$ cat src/rtl/ipi_pkg.sv
package ipi_pkg;
   localparam int WORD_W   = 32;
   localparam int ID_W     = 14;
   localparam int MSG_W    = 16;
   localparam int ACK_POS  = 31;
   localparam int GEN_POS  = 30;
   localparam int DST_LSB  = 16;
   localparam int SEL_POS  = 2;
   localparam int IDX_LSB  = 3;

   // Status word content below bit 31 (which always reads zero)
   typedef struct packed {
      logic             pend;
      logic [ID_W-1:0]  src;
      logic [MSG_W-1:0] msg;
   } ipi_status_t;

   function automatic logic [WORD_W-1:0] status_word(input ipi_status_t s);
      return {1'b0, s};
   endfunction

   function automatic logic [ID_W-1:0] dst_field(input logic [WORD_W-1:0] w);
      return w[DST_LSB +: ID_W];
   endfunction
endpackage

$ cat src/rtl/ipi_addr_dec.sv
module ipi_addr_dec
   import ipi_pkg::*;
#(
   parameter int N_CPU  = 4,
   parameter int ADDR_W = 8,
   localparam int IDX_W = ADDR_W - IDX_LSB
)(
   input  logic [ADDR_W-1:SEL_POS] addr_hi,
   input  logic                    wr,
   input  logic [WORD_W-1:0]       wdata,
   output logic                    idx_ok,
   output logic                    sel_status,
   output logic [IDX_W-1:0]        cpu_idx,
   output logic [ID_W-1:0]         src_id,
   output logic [N_CPU-1:0]        ctl_we,
   output logic [N_CPU-1:0]        ack_hit,
   output logic [N_CPU-1:0]        deliver
);
   logic [31:0]     idx_wide;
   logic [ID_W-1:0] dst_id;
   logic            ctl_wr;

   assign cpu_idx    = addr_hi[ADDR_W-1:IDX_LSB];
   assign sel_status = addr_hi[SEL_POS];
   assign idx_wide   = 32'(cpu_idx);
   assign idx_ok     = (idx_wide < 32'(N_CPU));
   assign src_id     = idx_wide[ID_W-1:0];
   assign dst_id     = dst_field(wdata);
   assign ctl_wr     = wr && !sel_status && idx_ok;

   for (genvar i = 0; i < N_CPU; i++) begin : g_hit
      assign ctl_we[i]  = ctl_wr && (cpu_idx == IDX_W'(i));
      assign ack_hit[i] = ctl_we[i] && wdata[ACK_POS];
      assign deliver[i] = ctl_wr && wdata[GEN_POS] && (dst_id == ID_W'(i));
   end
endmodule

$ cat src/rtl/ipi_slot.sv
module ipi_slot
   import ipi_pkg::*;
(
   input  logic              clk,
   input  logic              rst_n,
   input  logic              ctl_we,
   input  logic              ack,
   input  logic              deliver,
   input  logic [ID_W-1:0]   src_id,
   input  logic [WORD_W-1:0] wdata,
   output logic [WORD_W-1:0] ctl_q,
   output ipi_status_t       st_q,
   output logic              irq_q
);
   ipi_status_t st_n;

   // Delivery is applied first, then the acknowledge
   always_comb begin
      st_n = st_q;
      if (deliver) begin
         st_n.pend = 1'b1;
         st_n.src  = src_id;
         st_n.msg  = wdata[MSG_W-1:0];
      end
      if (ack) begin
         st_n.pend = 1'b0;
      end
   end

   always_ff @(posedge clk) begin
      if (!rst_n) begin
         ctl_q <= '0;
         st_q  <= '0;
         irq_q <= 1'b0;
      end else begin
         if (ctl_we) begin
            ctl_q <= wdata;
         end
         st_q  <= st_n;
         irq_q <= st_n.pend;
      end
   end
endmodule

$ cat src/rtl/ipi_rd_path.sv
module ipi_rd_path
   import ipi_pkg::*;
#(
   parameter int N_CPU    = 4,
   parameter int IDX_W    = 5,
   parameter bit RD_FLOP  = 1'b1
)(
   input  logic                          clk,
   input  logic                          rst_n,
   input  logic                          rd,
   input  logic                          idx_ok,
   input  logic                          sel_status,
   input  logic [IDX_W-1:0]              cpu_idx,
   input  logic [N_CPU-1:0][WORD_W-1:0]  ctl_arr,
   input  logic [N_CPU-1:0][WORD_W-1:0]  st_arr,
   output logic [WORD_W-1:0]             rdata
);
   logic [WORD_W-1:0] sel_word;

   always_comb begin
      sel_word = '0;
      for (int i = 0; i < N_CPU; i++) begin
         if (idx_ok && cpu_idx == IDX_W'(i)) begin
            sel_word = sel_status ? st_arr[i] : ctl_arr[i];
         end
      end
   end

   if (RD_FLOP) begin : g_flop
      logic [WORD_W-1:0] rdata_q;
      always_ff @(posedge clk) begin
         if (!rst_n) begin
            rdata_q <= '0;
         end else if (rd) begin
            rdata_q <= sel_word;
         end
      end
      assign rdata = rdata_q;
   end else begin : g_comb
      logic unused_rd_clk;
      assign unused_rd_clk = clk ^ rst_n;
      assign rdata = rd ? sel_word : '0;
   end
endmodule

$ cat src/rtl/ipi_ctrl.sv
module ipi_ctrl
   import ipi_pkg::*;
#(
   parameter int N_CPU     = 4,
   parameter int CPU_LIMIT = 4,
   parameter int ADDR_W    = 8,
   parameter bit RD_FLOP   = 1'b1
)(
   input  logic              clk,
   input  logic              rst_n,
   input  logic [ADDR_W-1:0] bus_addr,
   input  logic              bus_wr,
   input  logic [31:0]       bus_wdata,
   input  logic              bus_rd,
   output logic [31:0]       bus_rdata,
   output logic [N_CPU-1:0]  irq_out
);
   localparam int IDX_W = ADDR_W - IDX_LSB;

   if (N_CPU < 1 || N_CPU > CPU_LIMIT) begin : g_bad_count
      $error("ipi_ctrl: N_CPU must lie in 1..CPU_LIMIT");
   end
   if (ADDR_W < IDX_LSB + 1 || IDX_W < $clog2(N_CPU)) begin : g_bad_addr
      $error("ipi_ctrl: ADDR_W too narrow for N_CPU");
   end

   logic                         idx_ok;
   logic                         sel_status;
   logic [IDX_W-1:0]             cpu_idx;
   logic [ID_W-1:0]              src_id;
   logic [N_CPU-1:0]             ctl_we;
   logic [N_CPU-1:0]             ack_hit;
   logic [N_CPU-1:0]             deliver;
   logic [N_CPU-1:0][WORD_W-1:0] ctl_arr;
   logic [N_CPU-1:0][WORD_W-1:0] st_arr;
   logic [N_CPU-1:0]             pend_vec;
   logic [1:0]                   unused_addr_lo;

   assign unused_addr_lo = bus_addr[1:0];

   ipi_addr_dec #(.N_CPU(N_CPU), .ADDR_W(ADDR_W)) u_dec (
      .addr_hi    (bus_addr[ADDR_W-1:SEL_POS]),
      .wr         (bus_wr),
      .wdata      (bus_wdata),
      .idx_ok     (idx_ok),
      .sel_status (sel_status),
      .cpu_idx    (cpu_idx),
      .src_id     (src_id),
      .ctl_we     (ctl_we),
      .ack_hit    (ack_hit),
      .deliver    (deliver)
   );

   for (genvar i = 0; i < N_CPU; i++) begin : g_slot
      ipi_status_t st_q;
      ipi_slot u_slot (
         .clk     (clk),
         .rst_n   (rst_n),
         .ctl_we  (ctl_we[i]),
         .ack     (ack_hit[i]),
         .deliver (deliver[i]),
         .src_id  (src_id),
         .wdata   (bus_wdata),
         .ctl_q   (ctl_arr[i]),
         .st_q    (st_q),
         .irq_q   (irq_out[i])
      );
      assign st_arr[i]   = status_word(st_q);
      assign pend_vec[i] = st_q.pend;
   end

   ipi_rd_path #(.N_CPU(N_CPU), .IDX_W(IDX_W), .RD_FLOP(RD_FLOP)) u_rd (
      .clk        (clk),
      .rst_n      (rst_n),
      .rd         (bus_rd),
      .idx_ok     (idx_ok),
      .sel_status (sel_status),
      .cpu_idx    (cpu_idx),
      .ctl_arr    (ctl_arr),
      .st_arr     (st_arr),
      .rdata      (bus_rdata)
   );
endmodule

$ cat config.mk
export PLATFORM = sky130hd
export DESIGN_NAME = ipi_ctrl
export DESIGN_NICKNAME = d
export VERILOG_FILES = /design/src/rtl/ipi_pkg.sv /design/src/rtl/ipi_addr_dec.sv /design/src/rtl/ipi_slot.sv /design/src/rtl/ipi_rd_path.sv /design/src/rtl/ipi_ctrl.sv
export SDC_FILE = /design/constraint.sdc
export NUM_CORES = 1
export LEC_CHECK = 0
export CAP_MARGIN = 20
export CORE_MARGIN = 4
export CORE_UTILIZATION = 45
export CTS_CLUSTER_DIAMETER = 100
export CTS_CLUSTER_SIZE = 40
export DETAILED_ROUTE_END_ITERATION = 7
export SYNTH_ARGS = -nofsm -noshare
export SYNTH_HDL_FRONTEND = slang
export SYNTH_HIERARCHICAL = 1
export SYNTH_SLANG_ARGS = --single-unit
$ cat constraint.sdc
create_clock -name clk -period 2.2 [get_ports clk]
set_input_delay 0.55 -clock clk [delete_from_list [all_inputs] [get_ports clk]]
set_output_delay 0.55 -clock clk [all_outputs]
set_load 0.05 [all_outputs]
==> metrics.txt, run 1 <==
DRC 0; area of the multi-input gates roughly 6700 sq um; vias 8791; f_max around 480 MHz; final global-route overflow total 0; DP HPWL approximately 21 mm; reg-to-reg slack, setup around 1.1 ns; Register Area between 5000 and 6000 sq um; Worst-Margin Slew 0.5645 ns; Clock Skews 0.03356 ns; Layout fillers approximately 2600; ANT nets after route 0; Final Max Slew Viols 0; count of cell types in the netlist 37; Worst EP required about 2.6 ns; overall die height between 150 and 200 um; fin nets between 1000 and 1500; GPL Wtd Cong approximately 0.77; RR Startpoint g_slot[2].u_slot/ctl_q[9]$_SDFFE_PN0P_; largest cells by area after synthesis dfxtp_1 (43%), mux2i_1 (24%), nor2b_1 (12%); most common cell in the netlist mux2i_1; initial DRC count ~430; depth of the CTS H-tree 1; CP endpoint g_slot[0].u_slot/st_q[14]$_SDFFE_PN0P_; insertion delay to the later sink of the worst-skew pair 0.52 ns; Final period util 0.9463; vias in the first global route ~9000; Setup CP Type in -> reg; max-cap viol count 0; Area growth, synth to finish 15.13%; Setup violations, final 0; CTS clk-pin slew, worst paths 0.13 ns; number of flops mapped to enable cells by yosys 0; Worst IR Drop VDD ~0.43 mV; Synth top area share 0.4278; post-layout min period roughly 2.1 ns; reg-to-reg endpoint u_rd/rdata[9]$_SDFFE_PN0P_; top_reg_cell synth dfxtp_1; starting density of the core 0.4593; WL final 31.74 mm; DR vias/cell 5.114; warnings from Yosys 6; row count 62; Reg2Reg Depth 3; sequential area share after synthesis 0.4278; area leader, netlist dfxtp_1; first-pass GRT wire length ~50 mm; Ant. Diodes 0; initial antenna violation count 1; Startpoint Class input pin; Die X ~180 um; share of cells above drive strength 1 0.1423; CP Max Fanout 8; share of flip-flops with an asynchronous set or reset 0; FF+latch count, synth approximately 280; CP arrival ~2.5 ns; crit end category flip-flop; Worst Setup SP bus_wdata[22]; Mapped Avg Cell Area around 11 sq um; fin util 0.5288; PD cells between 500 and 600 nW/um^2; Synth Cell Area around 13000 sq um; pre-CTS setup slack -0.6238 ns; GRT Overall Usage 0.1901; Post-synth top cells mux2i_1 (323), dfxtp_1 (284), nor2b_1 (248); status complete, no violations; TritonRoute pass-1 iters 5; root buffer cell clkbuf_16; hold slack final approximately 0.36 ns; DR WL/cell between 15 and 20 um; worst hold path type in -> reg; IO buf count just under 80; final hold viol count 0; Final Worst Setup Slack 0.1181 ns; die area approximately 32000 sq um; Lkg Pwr around 0.0052 uW; Post-CTS Hold Fix Bufs 0; clk buf depth 3; synthesized instance count approximately 1200; cts bufs inserted 13; RSZ-0062 raised after global routing false; slew margin rel. 0.6236; CTS Sinks ~280; CTS tree yes; area of the core about 29000 sq um; top-level I/O count 80; largest net degree at the start of global routing 71
==> where the power goes <==
| part | total [uW] | switching [uW] | leakage [uW] | internal, uW |
|---|---|---|---|---|
| logic | 773 | 446 | 0.00270 | 327 |
| clock network | 3170 | 1850 | 0.000223 | 1320 |
| registers | 5190 | 15.0 | 0.00229 | 5170 |
| total | 9130 | 2310 | 0.00521 | 6820 |
==> final cells by class <==
| type | count | share of cell area |
|---|---|---|
| inverter | 2 | 0.0004907 |
| multi-input combinational | 849 | 0.4385 |
| clock buffer | 13 | 0.02126 |
| tap | 384 | 0.03140 |
| timing repair buffer | 180 | 0.1278 |
| sequential | 284 | 0.3716 |
| clock inverter | 7 | 0.008914 |
==> logic make-up after synthesis <==
group | Yosys count | synth area share
muxes | 367 | 0.2865
and+or+nand+nor | 354 | 0.1571
DFF | 284 | 0.4278
buffers and inverters | 120 | 0.07758
AOI/OAI and AO/OA | 115 | 0.05037
other | 2 | 0.0005651
==> through the flow <==
stage	cells	total power [uW]	instance area [sq um]	TNS [ns]
6_report	1719	9129	15300	0
5_1_grt	1719	9456	15300	0
4_1_cts	1716	9231	15220	0
3_5_place_dp	1693	6089	14740	-104.95
3_3_place_gp	1693	6087	14740	-96.17
2_1_floorplan	1253	5739	13330	0
==> placed cells by master (no fill, tap or decap), types with 25 or more instances in the layout <==
master / instances
nand2_1: 37
nor2b_1: 248
dfxtp_1: 284
o22ai_1: 31
mux2i_1: 323
mux2_2: 37
clkdlybuf4s50_1: 26
nor2_1: 40
o21ai_0: 47
buf_12: 32
a31oi_1: 25
dlygate4sd2_1: 36
buf_4: 64
==> worst min-delay path by stage <==
stage	to	slack, ns	depth (start not counted)	startpoint
2_1_floorplan	g_slot[0].u_slot/ctl_q[9]$_SDFFE_PN0P_	0.47	2	g_slot[0].u_slot/ctl_q[9]$_SDFFE_PN0P_
3_3_place_gp	u_rd/rdata[7]$_SDFFE_PN0P_	0.47	2	u_rd/rdata[7]$_SDFFE_PN0P_
3_5_place_dp	u_rd/rdata[7]$_SDFFE_PN0P_	0.47	2	u_rd/rdata[7]$_SDFFE_PN0P_
4_1_cts	u_rd/rdata[29]$_SDFFE_PN0P_	0.35	3	rst_n
5_1_grt	u_rd/rdata[29]$_SDFFE_PN0P_	0.35	3	rst_n
6_report	u_rd/rdata[29]$_SDFFE_PN0P_	0.36	3	rst_n
==> layer usage <==
| layer | vias to the layer above | track usage | part of all wire |
|---|---|---|---|
| li1 | 4405 | - | - |
| met1 | 4248 | 0.2806 | 0.51 |
| met2 | 109 | 0.3072 | 0.45 |
| met3 | 27 | 0.02284 | 0.031 |
| met4 | 2 | 0.02682 | 0.011 |
| met5 | - | 0 | 0.00022 |
==> worst max-delay path, cell delays in order <==
cell             delay [ns]
clkdlybuf4s50_1        0.47
nor4_2                 0.15
buf_4                  0.15
nand2_1                0.09
buf_6                  0.17
nor4_4                 0.26
buf_6                  0.21
buf_12                 0.15
mux2i_1                0.18
nor2b_1                0.07
==> registers in the layout, summed over array words and instances (netlist names) <==
name	cells
g_slot.u_slot/irq_q	4
u_rd/rdata	32
g_slot.u_slot/st_q	120
g_slot.u_slot/ctl_q	128
==> repair_timing <==
action / 4_1_cts / 5_1_grt
hold endpoints to repair: 0 / 0
setup buffers: 3 / 3
gates resized for setup: 43 / 18
pin swaps: 4 / 7
endpoints found under the setup margin: 118 / 94
Note: power is estimated with default switching activity, not from simulation.
==> run 2, diff against run 1 <==
--- a/config.mk
+++ b/config.mk
@@ -11,6 +11,7 @@
 export CTS_CLUSTER_DIAMETER = 100
 export CTS_CLUSTER_SIZE = 40
 export DETAILED_ROUTE_END_ITERATION = 7
+export SLEW_MARGIN = 20
 export SYNTH_ARGS = -nofsm -noshare
 export SYNTH_HDL_FRONTEND = slang
 export SYNTH_HIERARCHICAL = 1
==> results of run 2 <==
The final DEF is identical to that of run 1; final timing and power are the same.
